$ cat config.mk
export PLATFORM = sky130hd
export DESIGN_NAME = gpio6_port
export DESIGN_NICKNAME = d
export VERILOG_FILES = /design/src/rtl/gpio_port_pkg.sv /design/src/rtl/gpio_port_regs.sv /design/src/rtl/gpio_pin_sync.sv /design/src/rtl/gpio_pad_drive.sv /design/src/rtl/gpio6_port.sv
export SDC_FILE = /design/constraint.sdc
export NUM_CORES = 1
export LEC_CHECK = 0
export BUFFER_PORTS_ARGS = -buffer_cell sky130_fd_sc_hd__buf_2
export CAP_MARGIN = 0
export CORE_UTILIZATION = 50
export DETAILED_ROUTE_END_ITERATION = 12
export HOLD_SLACK_MARGIN = 0.02
export PLACE_DENSITY_LB_ADDON = 0.2
export SYNTH_ARGS = -nofsm -noshare
export SYNTH_HDL_FRONTEND = slang
export SYNTH_SLANG_ARGS = --single-unit
$ cat constraint.sdc
create_clock -name clk -period 4.37 [get_ports clk]
set_input_delay 0.6555 -clock clk [delete_from_list [all_inputs] [get_ports clk]]
set_output_delay 0.6555 -clock clk [all_outputs]
set_load 0.005 [all_outputs]
$ cat src/rtl/gpio_port_pkg.sv
package gpio_port_pkg;

    parameter int PORT_W = 6;
    parameter int DATA_W = 8;
    parameter int ADDR_W = 8;
    parameter int OD_PIN = PORT_W - 1;

    localparam logic [ADDR_W-1:0] OFS_PIN = ADDR_W'('h16);
    localparam logic [ADDR_W-1:0] OFS_DIR = ADDR_W'('h17);
    localparam logic [ADDR_W-1:0] OFS_DAT = ADDR_W'('h18);

    typedef logic [PORT_W-1:0] pins_t;

    typedef enum logic [1:0] {
        SEL_NONE,
        SEL_PIN,
        SEL_DIR,
        SEL_DAT
    } reg_sel_e;

    typedef struct packed {
        pins_t oe;
        pins_t drv;
        pins_t pu;
    } pad_ctl_t;

    function automatic reg_sel_e decode_addr(input logic [ADDR_W-1:0] a);
        reg_sel_e s;
        case (a)
            OFS_PIN: s = SEL_PIN;
            OFS_DIR: s = SEL_DIR;
            OFS_DAT: s = SEL_DAT;
            default: s = SEL_NONE;
        endcase
        return s;
    endfunction

    function automatic logic [DATA_W-1:0] widen(input pins_t v);
        return {{(DATA_W-PORT_W){1'b0}}, v};
    endfunction

endpackage

$ cat src/rtl/gpio_port_regs.sv
module gpio_port_regs
    import gpio_port_pkg::*;
(
    input  logic     clk,
    input  logic     rst,
    input  logic     wr_en,
    input  reg_sel_e sel,
    input  pins_t    wdata,
    output pins_t    data_q,
    output pins_t    dir_q
);

    always_ff @(posedge clk) begin
        if (rst) begin
            data_q <= '0;
            dir_q  <= '0;
        end else if (wr_en) begin
            case (sel)
                SEL_DAT: data_q <= wdata;
                SEL_DIR: dir_q  <= wdata;
                default: ;
            endcase
        end
    end


    dat_store_chk: assert property (@(posedge clk) disable iff (rst)
        (wr_en && sel == SEL_DAT) |=> (data_q == $past(wdata)));


    dir_store_chk: assert property (@(posedge clk) disable iff (rst)
        (wr_en && sel == SEL_DIR) |=> (dir_q == $past(wdata)));


    ro_write_chk: assert property (@(posedge clk) disable iff (rst)
        (sel == SEL_PIN || sel == SEL_NONE || !wr_en) |=> ($stable(data_q) && $stable(dir_q)));

endmodule

$ cat src/rtl/gpio_pin_sync.sv
module gpio_pin_sync
    import gpio_port_pkg::*;
(
    input  logic  clk,
    input  logic  rst,
    input  pins_t pad_in,
    output pins_t pins_q
);

    pins_t stage1_q;
    logic  live_q;

    always_ff @(posedge clk) begin
        if (rst) begin
            stage1_q <= '0;
            pins_q   <= '0;
            live_q   <= 1'b0;
        end else begin
            stage1_q <= pad_in;
            pins_q   <= stage1_q;
            live_q   <= 1'b1;
        end
    end


    sync_first_chk: assert property (@(posedge clk) disable iff (rst)
        live_q |-> (stage1_q == $past(pad_in)));


    sync_second_chk: assert property (@(posedge clk) disable iff (rst)
        live_q |-> (pins_q == $past(stage1_q)));

endmodule

$ cat src/rtl/gpio_pad_drive.sv
module gpio_pad_drive
    import gpio_port_pkg::*;
(
    input  logic     clk,
    input  logic     rst,
    input  pins_t    data_q,
    input  pins_t    dir_q,
    output pad_ctl_t ctl
);

    for (genvar i = 0; i < PORT_W; i++) begin : g_pin
        if (i == OD_PIN) begin : g_open_drain
            always_comb begin
                ctl.oe[i]  = dir_q[i] & ~data_q[i];
                ctl.drv[i] = 1'b0;
                ctl.pu[i]  = 1'b0;
            end
        end else begin : g_push_pull
            always_comb begin
                ctl.oe[i]  = dir_q[i];
                ctl.drv[i] = data_q[i];
                ctl.pu[i]  = ~dir_q[i] & data_q[i];
            end
        end
    end


    no_drive_pull_chk: assert property (@(posedge clk) disable iff (rst)
        (ctl.oe & ctl.pu) == '0);


    od_never_high_chk: assert property (@(posedge clk) disable iff (rst)
        !(ctl.oe[OD_PIN] && ctl.drv[OD_PIN]));

endmodule

$ cat src/rtl/gpio6_port.sv
module gpio6_port
    import gpio_port_pkg::*;
(
    input  logic              clk,
    input  logic              rst,
    input  logic [ADDR_W-1:0] bus_addr,
    input  logic              bus_wr,
    input  logic [DATA_W-1:0] bus_wdata,
    output logic [DATA_W-1:0] bus_rdata,
    input  logic [PORT_W-1:0] pad_in,
    output logic [PORT_W-1:0] pad_oe,
    output logic [PORT_W-1:0] pad_out,
    output logic [PORT_W-1:0] pad_pu
);

    reg_sel_e sel;
    pins_t    data_q;
    pins_t    dir_q;
    pins_t    pins_q;
    pad_ctl_t ctl;
    logic     unused_wbits;

    assign sel          = decode_addr(bus_addr);
    assign unused_wbits = ^bus_wdata[DATA_W-1:PORT_W];

    gpio_port_regs u_regs (
        .clk    (clk),
        .rst    (rst),
        .wr_en  (bus_wr),
        .sel    (sel),
        .wdata  (bus_wdata[PORT_W-1:0]),
        .data_q (data_q),
        .dir_q  (dir_q)
    );

    gpio_pin_sync u_sync (
        .clk    (clk),
        .rst    (rst),
        .pad_in (pad_in),
        .pins_q (pins_q)
    );

    gpio_pad_drive u_drive (
        .clk    (clk),
        .rst    (rst),
        .data_q (data_q),
        .dir_q  (dir_q),
        .ctl    (ctl)
    );

    always_comb begin
        case (sel)
            SEL_PIN: bus_rdata = widen(pins_q);
            SEL_DIR: bus_rdata = widen(dir_q);
            SEL_DAT: bus_rdata = widen(data_q);
            default: bus_rdata = '0;
        endcase
    end

    assign pad_oe  = ctl.oe;
    assign pad_out = ctl.drv;
    assign pad_pu  = ctl.pu;


    od_pull_low_chk: assert property (@(posedge clk) disable iff (rst)
        (bus_wr && bus_addr == OFS_DAT && !bus_wdata[OD_PIN] && dir_q[OD_PIN])
        |=> (pad_oe[OD_PIN] && !pad_out[OD_PIN]));


    od_no_pull_chk: assert property (@(posedge clk) disable iff (rst)
        (bus_wr && bus_addr == OFS_DAT && bus_wdata[OD_PIN]) |=> !pad_pu[OD_PIN]);


    unmapped_zero_chk: assert property (@(posedge clk) disable iff (rst)
        (sel == SEL_NONE) |-> (bus_rdata == '0));

endmodule

==> metrics.csv, run 1 <==
metric,value,unit
status,completed,
worstPathArrival,2290,ps
clkTransAtPathRegs,120,ps
h-tree-depth,1,
route.met3.wl,143,um
die_x,50.55,um
fin_util,0.6069,
grt_pass1_wl,4036,um
ir_worst_vdd,0.0002093,V
dr.pass1.iters,4,
met2WireLength,1248,um
hpwl,1760,um
num_rows,17,
maxSlewHeadroom,0.2303,
totalWireLength,2460,um
drt_iter0_markers,27,
final-hold-violation-count,0,
switching_power,0.00007968,W
crit_path_max_fanout,8,
synthTopCellsByCount,"dfxtp_1 (24), nor2b_1 (18), buf_4 (15)",
worst_slack,1424,ps
antenna_found_initial,0,
crit_required,3710,ps
cts_buffer_depth,2,
ios,51,
postCtsSetupBuffers,0,
critPathMaxStageDelay,690,ps
crit_type,in -> out,
vias_per_cell,5.541,
cts-resized-gates,0,
syn_inst,123,
pwr-share-comb,0.085,
yosysSeqAreaShare,0.4076,
finalMaxSlewViolations,0,
overflow,0,
clock_power_share,0.304,
layout-drive-gt1-share,0.3399,
n_fill_cell,200,
start_util,0.5328,
ys_top_cells_by_area,"dfxtp_1 (41%), buf_4 (9.6%), nor2b_1 (9.6%), nand2b_1 (6.4%), a221o_1 (5.1%)",
n_antenna_cell,0,
ys_types,20,
cts_hold_buf,0,
cts_inserted_buffers,3,
synth_top_cell_by_area,dfxtp_1,
die_h,50.55,um
grt_usage,0.2084,
startpoint_type,input port,
ant_nets,0,
areaGrowthSynthToFinish,13.91,%
final.setup.tns,0,ps
synth_top_area_frac,0.4076,
ys.flop_type,dfxtp_1,
first_global_vias,944,
crit_path_frequent_cell,buf_2,
detailedPlace.worstSlack,1431,ps
cts_root_buf,clkbuf_4,
crit_slowest_cell,or4b_1,
maxCapViolations,0,
setup.worst_path.start,bus_addr[7],
crit_path_cell_trace,buf_2 > or4b_1 > nor3_2 > a221o_1 > buf_2,
hold_class,reg -> reg,
wl_per_cell,13.59,um
synth_warnings,0,
netlist_area,1179,um2
gp_congestion,0.7740,
finalClockSkew,0.6811,ps
power.density,274.5,nW/um2
drt-met1-wl,1055,um
grt_max_degree,31,
top_layer,met4,
sw_frac_of_total,0.2162,
place_area,1306,um2
die_area,2555,um2
seqPwrFrac,0.612,
vias,1003,
fmax,339.5,MHz
r2r-start,u_regs.dir_q[2]$_SDFFE_PP0P_,
timing.final.crit_period,2946,ps
cp-end-kind,output pin,
worst_pin_slew,1139,ps
setup_violations,0,
synth_edf_count,0,
holdWs,450.7,ps
drc,0,
async_flop_share,0,
insertion_delay,300,ps
yosysMostFrequentCell,dfxtp_1,
p_leak,0.6294,nW
cts_tree,built,
rsz0062_at_grt,no,
finalInstanceArea,1343,um2
fin_crit_sh,0.6741,
regArea,480.5,um2
final_nets,179,
numClockSinks,24,
multi_input_area,555.5,um2
fp.coreArea,2212,um2
internal-power,0.0002889,W
synth_seq_cells,24,
min_from,u_sync.stage1_q[3]$_SDFF_PP0_,
port_buffers,44,
syn-mean-instance-area,9.582,um2
-- state kept, by name, summed over array words and instances (netlist names) --
register	flops
u_sync.pins_q	6
u_regs.dir_q	6
u_regs.data_q	6
u_sync.stage1_q	6
-- final cells by class --
class                           count  area share
Inverter                            2    0.005592
Timing Repair Buffer               45      0.1696
Multi-Input combinational cell     78      0.4138
Clock buffer                        4     0.02703
Tap cell                           28     0.02610
Sequential cell                    24      0.3579
-- cell usage in the layout, fill, tap and decap left out, types with 2 or more instances in the layout --
cell type | synthesis | final
mux2i_1 | 6 | 6
nor2b_1 | 18 | 18
a21oi_1 | 6 | 6
buf_2 | 0 | 44
nand2b_1 | 12 | 12
nor4b_1 | 2 | 2
and3_1 | 7 | 7
inv_1 | 2 | 2
a221o_1 | 6 | 6
nor3_2 | 2 | 2
clkbuf_4 | 0 | 3
dfxtp_1 | 24 | 24
conb_1 | 1 | 4
o41ai_1 | 6 | 6
nand4_1 | 6 | 6
-- logic make-up after synthesis --
logic type / count (synthesis) / synth area share
and+or+nand+nor: 50 / 0.2866
DFF: 24 / 0.4076
AOI/OAI and AO/OA: 18 / 0.1210
buffers and inverters: 24 / 0.1306
other: 1 / 0.003182
muxes: 6 / 0.05096
-- power by group through the flow --
stage | Sequential (W) | Clock (W) | Combinational [W]
CTS | 0.000225 | 0.000116 | 0.0000312
detailed placement | 0.000230 | 0 | 0.0000311
floorplan | 0.000230 | 0 | 0.0000197
global route | 0.000226 | 0.000123 | 0.0000351
finish | 0.000225 | 0.000112 | 0.0000312
global placement | 0.000230 | 0 | 0.0000300
-- stage by stage --
| stage | cells | power (W) |
|---|---|---|
| floorplan | 126 | 0.0002494 |
| global placement | 177 | 0.0002601 |
| detailed placement | 177 | 0.0002615 |
| CTS | 181 | 0.0003731 |
| global route | 181 | 0.0003841 |
| finish | 181 | 0.0003686 |
-- layer usage --
layer / vias to the layer above / track usage
met3: 2 / 0.02121
met4: 0 / 0.08796
met5: - / 0
met2: 42 / 0.3778
li1: 482 / -
met1: 477 / 0.2467
-- worst max-delay path, delay by kind of cell --
family / cells / cell delay (ps)
AO/OA/AOI/OAI: 1 / 250
buffers and inverters: 2 / 220
AND/OR/NAND/NOR: 2 / 1170
-- final timing paths --
| check | end | slack (ps) | cells past startpoint |
|---|---|---|---|
| setup / recovery | bus_rdata[2] | 1420 | 5 |
| hold / removal | u_sync.pins_q[3]$_SDFF_PP0_ | 450 | 1 |
| setup reg to reg | u_regs.dir_q[2]$_SDFFE_PP0P_ | 3680 | 2 |
| hold reg to reg | u_sync.pins_q[3]$_SDFF_PP0_ | 450 | 1 |
Note: power is estimated with default switching activity, not from simulation.
==> run 2, diff against run 1 <==
- CORE_UTILIZATION: 50 -> 46
- clock period: 4.37 -> 2.88 ns (I/O delays scaled with it)
==> run 2 against run 1 <==
Highest routed layer unchanged. Combinational power grew 54%. Via count shrank 0.30%. Worst hold slack lost 140 ps. Clock skew grew 5.4 ps. Core utilization shrank 1.8 points.
==> metrics.csv, run 2 (synthesized netlist as in run 1, its figures left out) <==
metric,value,unit,change
fin_crit_sh,0.8526,,
drt_iter0_markers,42,,was 27
postCtsSetupBuffers,0,,unchanged
crit_path_cell_trace,buf_2 > or4b_1 > nor3_2 > a221o_1 > buf_2,,unchanged
met2_usage,0.3143,,was 0.3778
holdWs,307.2,ps,was 450.7 ps
crit_cells,5,,unchanged
ios,51,,unchanged
h-tree-depth,1,,unchanged
cts_hold_buf,0,,unchanged
drc,0,,unchanged
ir_worst_vdd,0.0003371,V,was 0.0002093 V
crit_type,in -> out,,unchanged
dr.pass1.iters,4,,unchanged
maxCapViolations,0,,unchanged
cts-resized-gates,0,,unchanged
instances_no_fill,182,,was 181
grt_util_met1,0.2413,,was 0.2467
port_buffers,44,,unchanged
hpwl,1651,um,was 1760 um
antenna_found_initial,0,,unchanged
ant_nets,0,,unchanged
crit_family,simple AND/OR/NAND/NOR gates,,unchanged
hold_class,in -> reg,,was reg -> reg
grt_max_degree,31,,unchanged
power.density,464.2,nW/um2,was 274.5 nW/um2
die_x,52.62,um,was 50.55 um
setup_violations,0,,unchanged
cts_inserted_buffers,3,,unchanged
finalMaxSlewViolations,0,,unchanged
r2r-start,u_regs.dir_q[3]$_SDFFE_PP0P_,,was u_regs.dir_q[2]$_SDFFE_PP0P_
worstPathArrival,2020,ps,was 2290 ps
critPathMaxStageDelay,680,ps,was 690 ps
rsz0062_at_grt,no,,unchanged
finalClockSkew,6.083,ps,was 0.6811 ps
cp-end-kind,output pin,,unchanged
fin_util,0.5893,,was 0.6069
crit_path_max_fanout,8,,unchanged
insertion_delay,320,ps,was 300 ps
gp_congestion,0.8446,,was 0.7740
startpoint_type,input port,,unchanged
worst_slack,424.5,ps,was 1424 ps
detailedPlace.worstSlack,435.8,ps,was 1431 ps
final_nets,180,,was 179
layout_commonest_cell,buf_2,,unchanged
gr-usage-met3,0.02899,,was 0.02121
clkTransAtPathRegs,140,ps,was 120 ps
layout-drive-gt1-share,0.3442,,was 0.3399
fp.coreArea,2318,um2,was 2212 um2
die_h,52.62,um,was 50.55 um
final.setup.tns,0,ps,unchanged
overflow,0,,unchanged
fmax,407.2,MHz,
first_global_vias,887,,was 944
final-hold-violation-count,0,,unchanged
vias,1000,,was 1003
regToRegEndpoint,u_regs.dir_q[3]$_SDFFE_PP0P_,,was u_regs.dir_q[2]$_SDFFE_PP0P_
layout_common_cells,"buf_2 (44), dfxtp_1 (24), nor2b_1 (18), nand2b_1 (12), and3_1 (7)",,unchanged
r2r_setup_slack,2180,ps,was 3680 ps
num_rows,17,,unchanged
areaGrowthSynthToFinish,15.92,%,was 13.91%
p_leak,0.6417,nW,was 0.6294 nW
grt_pass1_wl,3815,um,was 4036 um
cts_tree,built,,unchanged
place_inst,178,,was 177
reg2reg_depth,2,,unchanged
grt_usage,0.1878,,was 0.2084
n_antenna_cell,0,,unchanged
crit_slowest_cell,or4b_1,,unchanged
vias_per_cell,5.495,,was 5.541
cts_root_buf,clkbuf_4,,unchanged
die_area,2769,um2,was 2555 um2
cts_buffer_depth,2,,unchanged
busiest_layer,met2,,unchanged
timing.final.crit_period,2456,ps,
wl_per_cell,13.42,um,was 13.59 um
start_util,0.5084,,was 0.5328
endpoint,bus_rdata[0],,was bus_rdata[2]
numClockSinks,24,,unchanged
critPathBufInv,2,,unchanged
crit_required,2450,ps,was 3710 ps
status,completed,,unchanged
totalWireLength,2442,um,was 2460 um
setup.worst_path.start,bus_addr[7],,unchanged
n_fill_cell,213,,was 200
crit_path_frequent_cell,buf_2,,unchanged
## run 2: through the flow
stage               total power (W)  cell area, um2
floorplan                 0.0003784            1190
global placement          0.0003952            1314
detailed placement        0.0003963            1314
CTS                       0.0006354            1366
global route              0.0006623            1366
finish                    0.0006343            1366
## run 2: per-layer routing
layer / share of wire / vias up
met1: 0.45 / 467
met2: 0.47 / 48
li1: - / 481
met4: 0.0082 / 0
met5: 0 / -
met3: 0.069 / 4
## run 2: report_power, final
part | switching, W | total (W) | leakage [nW] | internal (W)
registers | 0.00000179 | 0.000342 | 0.196 | 0.000340
logic | 0.0000262 | 0.0000481 | 0.418 | 0.0000219
clock network | 0.000104 | 0.000245 | 0.0279 | 0.000141
total | 0.000132 | 0.000634 | 0.642 | 0.000503
## run 2: how the worst min path moves through the flow
stage	startpoint	end	slack, ps	depth (start not counted)
after floorplan	u_sync.stage1_q[0]$_SDFF_PP0_	u_sync.pins_q[0]$_SDFF_PP0_	410	1
after global placement	u_sync.stage1_q[3]$_SDFF_PP0_	u_sync.pins_q[3]$_SDFF_PP0_	420	1
after detailed placement	u_sync.stage1_q[4]$_SDFF_PP0_	u_sync.pins_q[4]$_SDFF_PP0_	430	1
after CTS	pad_in[4]	u_sync.stage1_q[4]$_SDFF_PP0_	310	2
after global routing	pad_in[0]	u_sync.stage1_q[0]$_SDFF_PP0_	290	2
final	pad_in[4]	u_sync.stage1_q[4]$_SDFF_PP0_	310	2
## run 2: layout make-up
type	count	area, um2	share of cell area
Clock buffer	3	22.52	0.01648
Clock inverter	1	30.03	0.02198
Inverter	2	7.507	0.005495
Multi-Input combinational cell	78	555.5	0.4066
Sequential cell	24	480.5	0.3516
Tap cell	28	35.03	0.02564
Timing Repair Buffer	46	235.2	0.1722
## run 2: worst reg2reg max path: stages, from the launching register on
cell,delay [ps]
dfxtp_1,410
o41ai_1,100
a21oi_1,120
==> run 3, diff against run 2 <==
- CORE_UTILIZATION: 46 -> 48
- SKIP_CTS_REPAIR_TIMING: unset -> 1
- SYNTH_HIERARCHICAL: unset -> 1
- clock period: 2.88 -> 2.8 ns (I/O delays scaled with it)
==> run 3 against run 2 <==
Cell area grew 6.6%. Wire length shrank 6.2%. Sequential share of layout area shrank 2.2 points. Sequential power grew 3%. Global-route usage shrank 0.85 points. Non-clock buffer count shrank 2. Worst hold slack gained 5.1 ps. Critical path type unchanged. Critical endpoint is now bus_rdata[5]. Largest cell class unchanged.
==> metrics.csv, run 3 <==
metric,value,unit,change
synth_top_cell_by_area,dfxtp_1,,unchanged
final_nets,180,,unchanged
instances_no_fill,184,,was 182
totalPowerFinal,0.0005865,W,was 0.0006343 W
min_from,pad_in[2],,was pad_in[4]
netlist_area,1308,um2,was 1179 um2
r2r_setup_slack,2090,ps,was 2180 ps
reg2reg_depth,2,,unchanged
final-hold-violation-count,0,,unchanged
maxSlewHeadroom,0.6405,,
synthTopCellsByCount,"dfxtp_1 (24), nand2b_1 (18), buf_4 (14)",,"was dfxtp_1 (24), nor2b_1 (18), buf_4 (15)"
insertion_delay,310,ps,was 320 ps
ys_types,24,,was 20
crit_required,2380,ps,was 2450 ps
finalClockSkew,2.515,ps,was 6.083 ps
ir_worst_vdd,0.0003747,V,was 0.0003371 V
setup_violations,0,,unchanged
synth_warnings,6,,was 0
areaGrowthSynthToFinish,11.39,%,was 15.92%
die_h,54.19,um,was 52.62 um
totalWireLength,2291,um,was 2442 um
rsz0062_at_grt,no,,unchanged
layout-drive-gt1-share,0.4870,,was 0.3442
ys_top_cells_by_area,"dfxtp_1 (37%), mux2i_1 (9.2%), nand2b_1 (8.6%), nor2b_4 (8.4%), buf_4 (8.0%)",,"was dfxtp_1 (41%), buf_4 (9.6%), nor2b_1 (9.6%), nand2b_1 (6.4%), a221o_1 (5.1%)"
synth_mux_area_frac,0.1435,,was 0.05096
status,completed,,unchanged
critPathMaxStageDelay,510,ps,was 680 ps
final.setup.tns,0,ps,unchanged
vias_per_cell,4.832,,was 5.495
crit_family,simple AND/OR/NAND/NOR gates,,unchanged
cts_buffer_depth,2,,unchanged
grt_usage,0.1794,,was 0.1878
r2r-start,u_regs/dir_q[0]$_SDFFE_PP0P_,,was u_regs.dir_q[3]$_SDFFE_PP0P_
die_x,54.19,um,was 52.62 um
critPathBufInv,2,,unchanged
layout_common_cells,"buf_2 (44), dfxtp_1 (24), nand2b_1 (18), mux2i_1 (12)",,"was buf_2 (44), dfxtp_1 (24), nor2b_1 (18), nand2b_1 (12), and3_1 (7)"
maxCapViolations,0,,unchanged
crit_path_cell_trace,buf_2 > nor4b_4 > a22oi_1 > nor2_1 > buf_2,,was buf_2 > or4b_1 > nor3_2 > a221o_1 > buf_2
drt_iter0_markers,11,,was 42
fp.coreArea,2522,um2,was 2318 um2
cp-end-kind,output pin,,unchanged
numClockSinks,24,,unchanged
grt_max_degree,31,,unchanged
synthXorXnorAreaFrac,0,,unchanged
hpwl,1713,um,was 1651 um
ios,51,,unchanged
n_antenna_cell,0,,unchanged
clkTransAtPathRegs,130,ps,was 140 ps
fin_crit_sh,0.6955,,
layout_commonest_cell,buf_2,,unchanged
min_path_cells,2,,unchanged
crit_path_max_fanout,9,,was 8
synth_edf_count,0,,unchanged
crit_slowest_cell,nor4b_4,,was or4b_1
power.density,402.7,nW/um2,was 464.2 nW/um2
num_rows,18,,was 17
start_util,0.5184,,was 0.5084
yosysSeqAreaShare,0.3675,,was 0.4076
synth_fa_ha_area_frac,0,,unchanged
synth_top_family_by_area,simple AND/OR/NAND/NOR gates,,unchanged
n_fill_cell,237,,was 213
h-tree-depth,1,,unchanged
crit_path_frequent_cell,buf_2,,unchanged
cts_tree,built,,unchanged
yosysMostFrequentCell,dfxtp_1,,unchanged
async_flop_share,0,,unchanged
first_global_vias,866,,was 887
antenna_found_initial,0,,unchanged
finalMaxSlewViolations,0,,unchanged
place_inst,180,,was 178
cts_inserted_buffers,3,,unchanged
synth_compound_area_frac,0.03828,,was 0.1210
pwr-share-comb,0.094,,was 0.076
hold_class,in -> reg,,unchanged
vias,889,,was 1000
dr.pass1.iters,4,,unchanged
syn-mean-instance-area,10.54,um2,was 9.582 um2
worst_pin_slew,539.2,ps,
internal-power,0.0004585,W,was 0.0005026 W
regToRegEndpoint,u_regs/dir_q[0]$_SDFFE_PP0P_,,was u_regs.dir_q[3]$_SDFFE_PP0P_
drc,0,,unchanged
wl_per_cell,12.45,um,was 13.42 um
seqPwrFrac,0.600,,was 0.539
overflow,0,,unchanged
synth_seq_cells,24,,unchanged
syn_inst,124,,was 123
ant_nets,0,,unchanged
yosys.area_share.simple,0.3282,,was 0.2866
switching_power,0.0001281,W,was 0.0001317 W
timing.final.crit_period,1947,ps,
gp_congestion,0.7734,,was 0.8446
p_leak,0.6808,nW,was 0.6417 nW
grt_pass1_wl,3677,um,was 3815 um
ys.flop_type,dfxtp_1,,unchanged
die_area,2937,um2,was 2769 um2
worstPathArrival,1530,ps,was 2020 ps
crit_type,in -> out,,unchanged
startpoint_type,input port,,unchanged
sw_frac_of_total,0.2183,,was 0.2077
clock_power_share,0.307,,was 0.385
fmax,513.5,MHz,
hold-path-endpoint,u_sync/stage1_q[2]$_SDFF_PP0_,,was u_sync.stage1_q[4]$_SDFF_PP0_
port_buffers,44,,unchanged
synth_top_area_frac,0.3675,,was 0.4076
cts_root_buf,clkbuf_4,,unchanged
==> run 3: changes by cell type in the layout (fill, tap and decap cells not counted), sizes merged, moves of 5 or more <==
cell    change
o41ai       -6
a21oi       -5
nor2        +8
a22oi       +6
nand4       -6
a221o       -6
nand2b      +6
mux2        +6
and3        -6
mux2i       +6
==> run 3: stage by stage <==
| step | utilization | cell area [um2] | setup WS, ps | hold slack (ps) |
|---|---|---|---|---|
| 5_1_grt | 0.5774 | 1456 | 751.3 | 298.1 |
| 3_5_place_dp | 0.5630 | 1420 | 651.1 | 430.0 |
| 4_1_cts | 0.5774 | 1456 | 814.5 | 302.7 |
| 3_3_place_gp | 0.5630 | 1420 | 716.2 | 421.7 |
| 6_report | 0.5774 | 1456 | 852.5 | 312.3 |
| 2_1_floorplan | - | 1315 | 1029 | 414.8 |
==> run 3: worst max path at each step <==
stage,from,to,slack (ps),cells past startpoint
6_report,bus_addr[0],bus_rdata[5],850,5
5_1_grt,bus_addr[0],bus_rdata[2],750,5
4_1_cts,bus_addr[0],bus_rdata[5],810,5
3_5_place_dp,bus_addr[5],u_regs/dir_q[2]$_SDFFE_PP0P_,650,5
3_3_place_gp,bus_addr[5],u_regs/dir_q[2]$_SDFFE_PP0P_,720,5
2_1_floorplan,bus_addr[5],u_regs/dir_q[1]$_SDFFE_PP0P_,1030,6
==> run 3: kinds of logic (layout without fill, tap and decap cells) <==
kind of cell           count (synthesis)  after routing
AOI/OAI and AO/OA                      7              7
buffers and inverters                 20             48
DFF                                   24             24
muxes                                 18             18
other                                  2              4
and+or+nand+nor                       53             53
==> run 3: final cells by class <==
class	instances	area (um2)	area share
Multi-Input combinational cell	82	681.9	0.4682
Sequential cell	24	480.5	0.3299
Timing Repair Buffer	44	220.2	0.1512
Tap cell	30	37.54	0.02577
Clock buffer	4	36.28	0.02491
==> run 3: routing by layer <==
layer  track usage  share of wire  up-vias
met2        0.3069           0.49       34
li1              -              -      449
met3       0.03955          0.060        2
met5             0              0        -
met4       0.07692         0.0044        0
met1        0.2122           0.45      404
==> run 3: power groups by stage <==
stage	clock [W]	combinational (W)	sequential (W)
final	0.000180	0.0000549	0.000352
after global routing	0.000201	0.0000615	0.000353
after CTS	0.000185	0.0000556	0.000352
after detailed placement	0	0.0000551	0.000360
after global placement	0	0.0000532	0.000359
after floorplan	0	0.0000405	0.000359
==> run 3: worst register-to-register path, delay by kind of cell (launching register included) <==
family	cells	cell delay (ps)
flops	1	430
mux	1	130
simple gates	1	80
